==> src/rtl/csr_bank_pkg.sv <==
package csr_bank_pkg;
  localparam int BYTE_W = 8;

  // Byte of a value by lane, lane 0 being the most significant byte.
  function automatic logic [BYTE_W-1:0] lane_byte(input logic [63:0] v,
                                                  input int nbytes,
                                                  input int lane);
    return BYTE_W'(v >> ((nbytes - 1 - lane) * BYTE_W));
  endfunction

  function automatic logic in_window(input int a, input int base, input int n);
    return (a >= base) && (a < base + n);
  endfunction
endpackage

==> src/rtl/csr_addr_dec.sv <==
module csr_addr_dec #(
  parameter int ADDR_W     = 4,
  parameter int NBYTES     = 4,
  parameter int ACT_ADDR   = 0,
  parameter int STORE_BASE = 1,
  parameter int STAT_BASE  = 5,
  localparam int LANE_W    = $clog2(NBYTES)
) (
  input  logic [ADDR_W-1:0] addr,
  output logic              act_hit,
  output logic              st_hit,
  output logic              ss_hit,
  output logic [LANE_W-1:0] lane
);
  import csr_bank_pkg::*;
  int a;
  always_comb begin
    a       = int'(addr);
    act_hit = (a == ACT_ADDR);
    st_hit  = in_window(a, STORE_BASE, NBYTES);
    ss_hit  = in_window(a, STAT_BASE, NBYTES);
    if (st_hit) lane = LANE_W'(a - STORE_BASE);
    else if (ss_hit) lane = LANE_W'(a - STAT_BASE);
    else lane = '0;
  end
endmodule

==> src/rtl/csr_staged_reg.sv <==
module csr_staged_reg #(
  parameter int REG_W           = 32,
  parameter logic [REG_W-1:0] RESET_VAL = 32'h1234_5678,
  localparam int NBYTES         = REG_W / csr_bank_pkg::BYTE_W,
  localparam int LANE_W         = $clog2(NBYTES),
  localparam int UP_W           = REG_W - csr_bank_pkg::BYTE_W
) (
  input  logic              clk,
  input  logic              rst_n,
  input  logic              wr_en,
  input  logic [LANE_W-1:0] lane,
  input  logic [7:0]        wdata,
  input  logic              ovr_en,
  input  logic [REG_W-1:0]  ovr_data,
  output logic              commit,
  output logic [REG_W-1:0]  value
);
  logic [UP_W-1:0] upper_w;

  for (genvar g = 0; g < NBYTES - 1; g++) begin : g_shadow
    logic [7:0] sb;
    always_ff @(posedge clk) begin
      if (!rst_n) sb <= '0;
      else if (wr_en && lane == LANE_W'(g)) sb <= wdata;
    end
    assign upper_w[(NBYTES-2-g)*8 +: 8] = sb;
  end

  assign commit = wr_en && (lane == LANE_W'(NBYTES - 1));

  always_ff @(posedge clk) begin
    if (!rst_n) value <= RESET_VAL;
    else if (ovr_en) value <= ovr_data;
    else if (commit) value <= {upper_w, wdata};
  end
endmodule

==> src/rtl/csr_status_reg.sv <==
module csr_status_reg #(
  parameter int REG_W = 32,
  parameter logic [REG_W-1:0] RESET_VAL = 32'h1234_5678
) (
  input  logic             clk,
  input  logic             rst_n,
  input  logic             sample_en,
  input  logic [REG_W-1:0] sample_data,
  output logic [REG_W-1:0] value
);
  always_ff @(posedge clk) begin
    if (!rst_n) value <= RESET_VAL;
    else if (sample_en) value <= sample_data;
  end
endmodule

==> src/rtl/csr_byte_bank.sv <==
module csr_byte_bank #(
  parameter int ADDR_W     = 4,
  parameter int REG_W      = 32,
  parameter int ACT_ADDR   = 0,
  parameter int STORE_BASE = 1,
  parameter int STAT_BASE  = 5,
  parameter logic [REG_W-1:0] RESET_VAL = 32'h1234_5678,
  parameter logic [REG_W-1:0] KICK_LOAD = 32'hDEAD_BEEF
) (
  input  logic              clk,
  input  logic              rst_n,
  input  logic [ADDR_W-1:0] bus_addr,
  input  logic              bus_we,
  input  logic              bus_re,
  input  logic [7:0]        bus_wdata,
  output logic [7:0]        bus_rdata,
  output logic              kick_pulse,
  output logic              stat_rd_pulse,
  output logic [REG_W-1:0]  ctl_value,
  input  logic              dev_ovr_en,
  input  logic [REG_W-1:0]  dev_ovr_data
);
  import csr_bank_pkg::*;
  localparam int NBYTES = REG_W / BYTE_W;
  localparam int LANE_W = $clog2(NBYTES);

  logic              act_hit, st_hit, ss_hit;
  logic [LANE_W-1:0] lane;
  logic              store_wr, store_commit, ovr_en;
  logic [REG_W-1:0]  ovr_data, stat_value;

  csr_addr_dec #(
    .ADDR_W(ADDR_W), .NBYTES(NBYTES), .ACT_ADDR(ACT_ADDR),
    .STORE_BASE(STORE_BASE), .STAT_BASE(STAT_BASE)
  ) u_dec (
    .addr(bus_addr), .act_hit(act_hit), .st_hit(st_hit),
    .ss_hit(ss_hit), .lane(lane)
  );

  assign kick_pulse    = bus_we && act_hit;
  assign stat_rd_pulse = bus_re && ss_hit;
  assign store_wr      = bus_we && st_hit;
  // The kick reaches the control value through the device override path.
  assign ovr_en        = kick_pulse || dev_ovr_en;
  assign ovr_data      = kick_pulse ? KICK_LOAD : dev_ovr_data;

  csr_staged_reg #(.REG_W(REG_W), .RESET_VAL(RESET_VAL)) u_store (
    .clk(clk), .rst_n(rst_n), .wr_en(store_wr), .lane(lane),
    .wdata(bus_wdata), .ovr_en(ovr_en), .ovr_data(ovr_data),
    .commit(store_commit), .value(ctl_value)
  );

  csr_status_reg #(.REG_W(REG_W), .RESET_VAL(RESET_VAL)) u_stat (
    .clk(clk), .rst_n(rst_n), .sample_en(kick_pulse),
    .sample_data(ctl_value), .value(stat_value)
  );

  always_ff @(posedge clk) begin
    if (!rst_n) bus_rdata <= '0;
    else if (bus_re) begin
      if (st_hit) bus_rdata <= lane_byte(64'(ctl_value), NBYTES, int'(lane));
      else if (ss_hit) bus_rdata <= lane_byte(64'(stat_value), NBYTES, int'(lane));
      else bus_rdata <= '0;
    end
  end
endmodule

==> config.mk <==
export PLATFORM = sky130hd
export DESIGN_NAME = csr_byte_bank
export DESIGN_NICKNAME = d
export VERILOG_FILES = /design/src/rtl/csr_bank_pkg.sv /design/src/rtl/csr_addr_dec.sv /design/src/rtl/csr_staged_reg.sv /design/src/rtl/csr_status_reg.sv /design/src/rtl/csr_byte_bank.sv
export SDC_FILE = /design/constraint.sdc
export NUM_CORES = 1
export LEC_CHECK = 0
export BUFFER_PORTS_ARGS = -buffer_cell sky130_fd_sc_hd__buf_2
export CAP_MARGIN = 10
export CORE_ASPECT_RATIO = 2
export CORE_UTILIZATION = 50
export DETAILED_ROUTE_END_ITERATION = 12
export GPL_TIMING_DRIVEN = 0
export HOLD_SLACK_MARGIN = 0.06
export PLACE_DENSITY_LB_ADDON = 0.15
export REMOVE_ABC_BUFFERS = 1
export SLEW_MARGIN = 20
export SYNTH_ARGS = -nofsm -noshare
export SYNTH_HDL_FRONTEND = slang
export SYNTH_HIERARCHICAL = 1
export SYNTH_SLANG_ARGS = --single-unit
==> constraint.sdc <==
create_clock -name clk -period 3.85 [get_ports clk]
set_clock_uncertainty 0.05 [all_clocks]
set_input_delay 1.155 -clock clk [delete_from_list [all_inputs] [get_ports clk]]
set_output_delay 1.155 -clock clk [all_outputs]
set_load 0.01 [all_outputs]
### After elaboration in Yosys (flattened, before gate mapping)

Index checks and enable logic that the tools add are counted.

| cells by class | value |
|---|---|
| add/sub/neg operators | 3 |
| order comparisons | 4 |
| equal/unequal tests | 3 |
| shift operators | 2 |
| mux-type cells | 7 |
| reduce and logical (&&, ||, !) cells | 13 |

Operator list:

| cell | number |
|---|---|
| 2-to-1 mux 32 bit | 3 |
| >> shifter 32 x 32 -> 8 bit | 2 |
| 2-to-1 mux 8 bit | 2 |
| logical AND 1 bit | 9 |
| equality test 2 bit, second input constant | 2 |
| >= comparator 4 x 1 -> 1 bit, second input constant | 1 |
| >= comparator 4 x 3 -> 1 bit, second input constant | 1 |
| zero test 4 bit | 1 |
| < comparator 4 x 3 -> 1 bit, second input constant | 1 |
| < comparator 4 bit, second input constant | 1 |
| 2-to-1 mux 2 bit | 2 |
| subtractor 2 x 1 -> 2 bit, second input constant | 2 |
| subtractor 2 x 2 -> 3 bit, first input constant | 1 |
| equality test 2 x 1 -> 1 bit, second input constant | 1 |
| zero test 2 bit | 1 |
| nonzero test 2 bit | 1 |
| logical OR 1 bit | 1 |

| word-level totals | value |
|---|---|
| bits in registers | 96 |
| input port bits | 49 |

### Longest topological paths before layout

| depth | value |
|---|---|
| depth in word-level cells | 8 |
| depth in mapped cells | 11 |

### Hierarchy

The synthesis kept the hierarchy.

By module, submodules not included:

| module | times used | cells an instance | area each (sq um) |
|---|---|---|---|
| csr_staged_reg | 1 | 261 | 2,313.5 |
| csr_status_reg | 1 | 103 | 1,202.4 |
| csr_byte_bank | 1 | 129 | 1,058.5 |
| csr_addr_dec | 1 | 15 | 118.9 |

### Least setup slack after synthesis

Ideal clock, no wire load.

| timing | value |
|---|---|
| kind | input to output |
| start point | input bus_addr[0] |
| end point | output kick_pulse |
| data arrival time | 2,019 ps |
| required time | 2,645 ps |
| slack | 626 ps |
| cell stages on the path | 7 |
| buffers on the path | 1 |
| path through | inv_1 > ha_1 > nand2b_4 > nor2_1 > nand2_1 > clkbuf_1 > inv_1 |

| between the ends | value |
|---|---|
| longest elaborated chain between the ends | 2 |

RTL lines:

| item | line | source |
|---|---|---|
| start: declaration | csr_byte_bank.sv:12 | `input logic [ADDR_W-1:0] bus_addr,` |
| zero test 4 bit | csr_addr_dec.sv:19 | `act_hit = (a == ACT_ADDR);` |
| named net act_hit | csr_byte_bank.sv:27 | `logic act_hit, st_hit, ss_hit;` |
| logical AND 1 bit | csr_byte_bank.sv:40 | `assign kick_pulse = bus_we && act_hit;` |
| end: declaration | csr_byte_bank.sv:17 | `output logic kick_pulse,` |

The timed path passes the listed nets, and every way through them passes these cells.

### Worst setup path after layout

Ends and elaborated chain as after synthesis.

==> results.txt <==
Status -> finished, violations left
Failing checks -> DRC
Slew HR -> 22.89%
DRT iter0 DRCs -> 219
Drt pass-1 iters -> 9
Most frequent CP cell -> buf_2
CTS H-tree lvls -> 3
Synth top area cells -> dfxtp_1 (41%), mux2i_1 (18%), nand2_1 (6.4%), nor2b_1 (6.0%), a31oi_1 (4.4%)
R2r endpoint -> bus_rdata[2]
Clock sinks -> 96
Core area -> 0.009074 mm²
WHS Path Cells -> 2
CTS max path bufs -> 2
Buf+Inv Stages, Crit Path -> 5
Final instance area -> 0.005433 mm²
Post-cts hold buffer count -> 0
Crit path required time -> 2640 ps
Placed instance area -> 0.005091 mm²
Crit share post-route -> 97.82%
WHS Endpoint -> u_stat/value[6]
First-pass GRT wire length -> 18.44 mm
Hold Path Class -> register to register
Via density -> 5.675
Non-Filler Instances -> 686
Netlist cell types -> 34
LEAKAGE -> 2.221 nW
Worst setup margin -> 83.93 ps
# setup viols final -> 0
GPL Wtd Cong -> 0.7432
CTS tree -> done
Clock slew at reported path FFs -> 60 ps
Aggregate global-route resource usage -> 24.20%
Crit path arrival time -> 2560 ps
Final hold viol count -> 0
Placed insts -> 666
Max-Cap Viols -> 0
Reg2Reg Depth -> 3
# fillers -> 827
Top-area cell type share of the netlist area -> 40.95%
FMAX -> 265.5 MHz
Rows -> 49
Mapped Cells -> 508
Power Dens Cells -> 401.8 mW/mm²
Yosys warnings -> 6
Area grow syn2layout -> 15.76%
WL final -> 11.97 mm
Crit-path slowest cell -> ha_1
Clock root cell -> clkbuf_16
Crit Path Class -> input pin to primary output
DIE AREA -> 0.009801 mm²
Initial antenna violation count -> 0
Num ports -> 91
Worst-path maximum fanout -> 21
Top FF cell, synth -> dfxtp_1
Antenna viol nets, final -> 0
Post-synthesis sequential area ratio -> 40.95%
Final Slew Violations -> 0
Antenna cell count -> 0
CTS Buf Count -> 9
Congestion Overflow GR -> 0
CP Launch Type -> input pin
Post-synthesis register bit count -> 96
Final Total Pwr -> 2.183 mW
Largest net degree at the start of global routing -> 98
WL per Instance -> 17.45 µm
Clock insertion delay at the later pin of the skew report -> 340 ps
Slew of the pin with the lowest slew margin -> 1152 ps
Hold Startpoint -> u_stat/value[6]
Synth Cell Area -> 0.004693 mm²
Vias -> 3893
Initial Utilization -> 51.72%
Pre-CTS setup slack -> -636.7 ps
Synth async-reset ratio -> 0%
VDD IR max -> 0.3490 mV
Final design utilization -> 59.87%
DP HPWL -> 7.624 mm
Post-synth EDFFs -> 0
PortBufs -> 90
R2R setup slack -> 2690 ps
Final Critical Period -> 3766 ps
Nets@finish -> 630
Crit end category -> primary output
Critical Path, Cell by Cell -> buf_2 -> inv_1 -> ha_1 -> nand2b_4 -> nor2_4 -> nand2_4 -> inv_6 -> buf_12 -> buf_2
Largest area contributor in the netlist -> dfxtp_1
Critical path's largest stage delay -> 250 ps
Vias in the first global route -> 3711
Chip height -> 139.0 µm
Die W -> 70.51 µm
Largest delay share family, worst path -> buffers and inverters
# DRC -> 8
Ratio of cells with drive above 1 in the final layout -> 21.92%
Reg-to-reg startpoint -> u_stat/value[26]
Syn Area/Cell -> 9.239 µm²
per-layer routing:
metal	vias up	global-route usage (%)	wire [µm]
li1	1906	-	-
met1	1868	27.16	4785
met2	105	43.84	6478
met3	14	4.506	454
met4	0	9.989	250
met5	-	0	0
cells by family (layout without fill, tap and decap cells):
group,Yosys count,in the layout,synth area share (%)
buf+inv,44,119,6.132
compound gates,86,86,11.49
fa+ha+maj,2,2,0.5331
mux,87,87,18.82
flops,96,96,40.95
simple gates,193,194,22.07
worst reg2reg max path, stage by stage (launching register included):
cell,delay (ps)
dfxtp_1,330
mux4_2,470
nand3b_1,100
a31oi_1,80
synth_stat cells, drive strengths merged, types with 2 or more instances:
cell type,number
mux2i,86
nor2,9
o21ai,27
buf,18
clkbuf,20
nand2,80
a31oi,33
nand3b,4
and2,10
ha,2
dfxtp,96
o31a,7
nor2b,45
nor3b,13
inv,5
nand2b,29
o22ai,8
a211oi,2
o21a,7
state kept, by name, indices dropped and copies added (netlist names):
| register | cells |
|---|---|
| u_store/value | 32 |
| u_stat/value | 32 |
| bus_rdata | 8 |
| u_store/g_shadow.sb | 24 |
power breakdown:
part	internal, mW	total (mW)	switching [mW]
clock network	0.456	0.836	0.380
logic	0.129	0.282	0.153
registers	1.03	1.07	0.0345
through the flow:
step                      hold WS (ps)  TNS, ps
after global placement           402.1  -246210
after detailed placement         407.0   -20050
after CTS                        424.1   -178.8
final                            422.1        0
after global routing             441.7  -0.3137
after floorplan                  384.3  -102060
cells in the final DEF (no fill, tap or decap), types with 8 or more instances in the layout:
cell,synthesis,layout
o22ai_1,8,8
dfxtp_1,96,96
nor2_1,9,8
a31oi_1,33,33
buf_2,3,89
nor2b_1,45,44
clkbuf_16,0,9
o21ai_1,9,9
nand2_1,80,79
nand2b_1,28,28
o21ai_0,18,18
mux2i_1,86,86
and2_1,10,10
nor3b_1,12,12
area by class of cell:
class                      instances  area (µm²)  share of cell area [%]
tap                              102       127.6                   2.349
inverter                           6       30.03                  0.5527
multi-input combinational        369        2540                   46.75
clock buffer                      10       239.0                   4.399
clock inverter                     6       45.04                  0.8291
sequential                        96        1922                   35.38
timing repair buffer              97       529.3                   9.742
worst max-delay path by stage:
| stage | startpoint | endpoint | depth (start not counted) |
|---|---|---|---|
| 3_3_place_gp | bus_addr[0] | u_store/value[11] | 9 |
| 4_1_cts | bus_addr[0] | kick_pulse | 9 |
| 2_1_floorplan | bus_addr[0] | u_store/value[11] | 8 |
| 5_1_grt | bus_addr[0] | kick_pulse | 9 |
| 3_5_place_dp | bus_addr[0] | u_store/value[2] | 9 |
| 6_report | bus_addr[0] | kick_pulse | 9 |
repair_timing:
item,CTS,global route
setup buffers,0,3
pin swaps,0,1
cloned,0,1
setup endpoints to repair,33,24
gates resized for setup,4,3
Power figures use the tool's default switching activity.
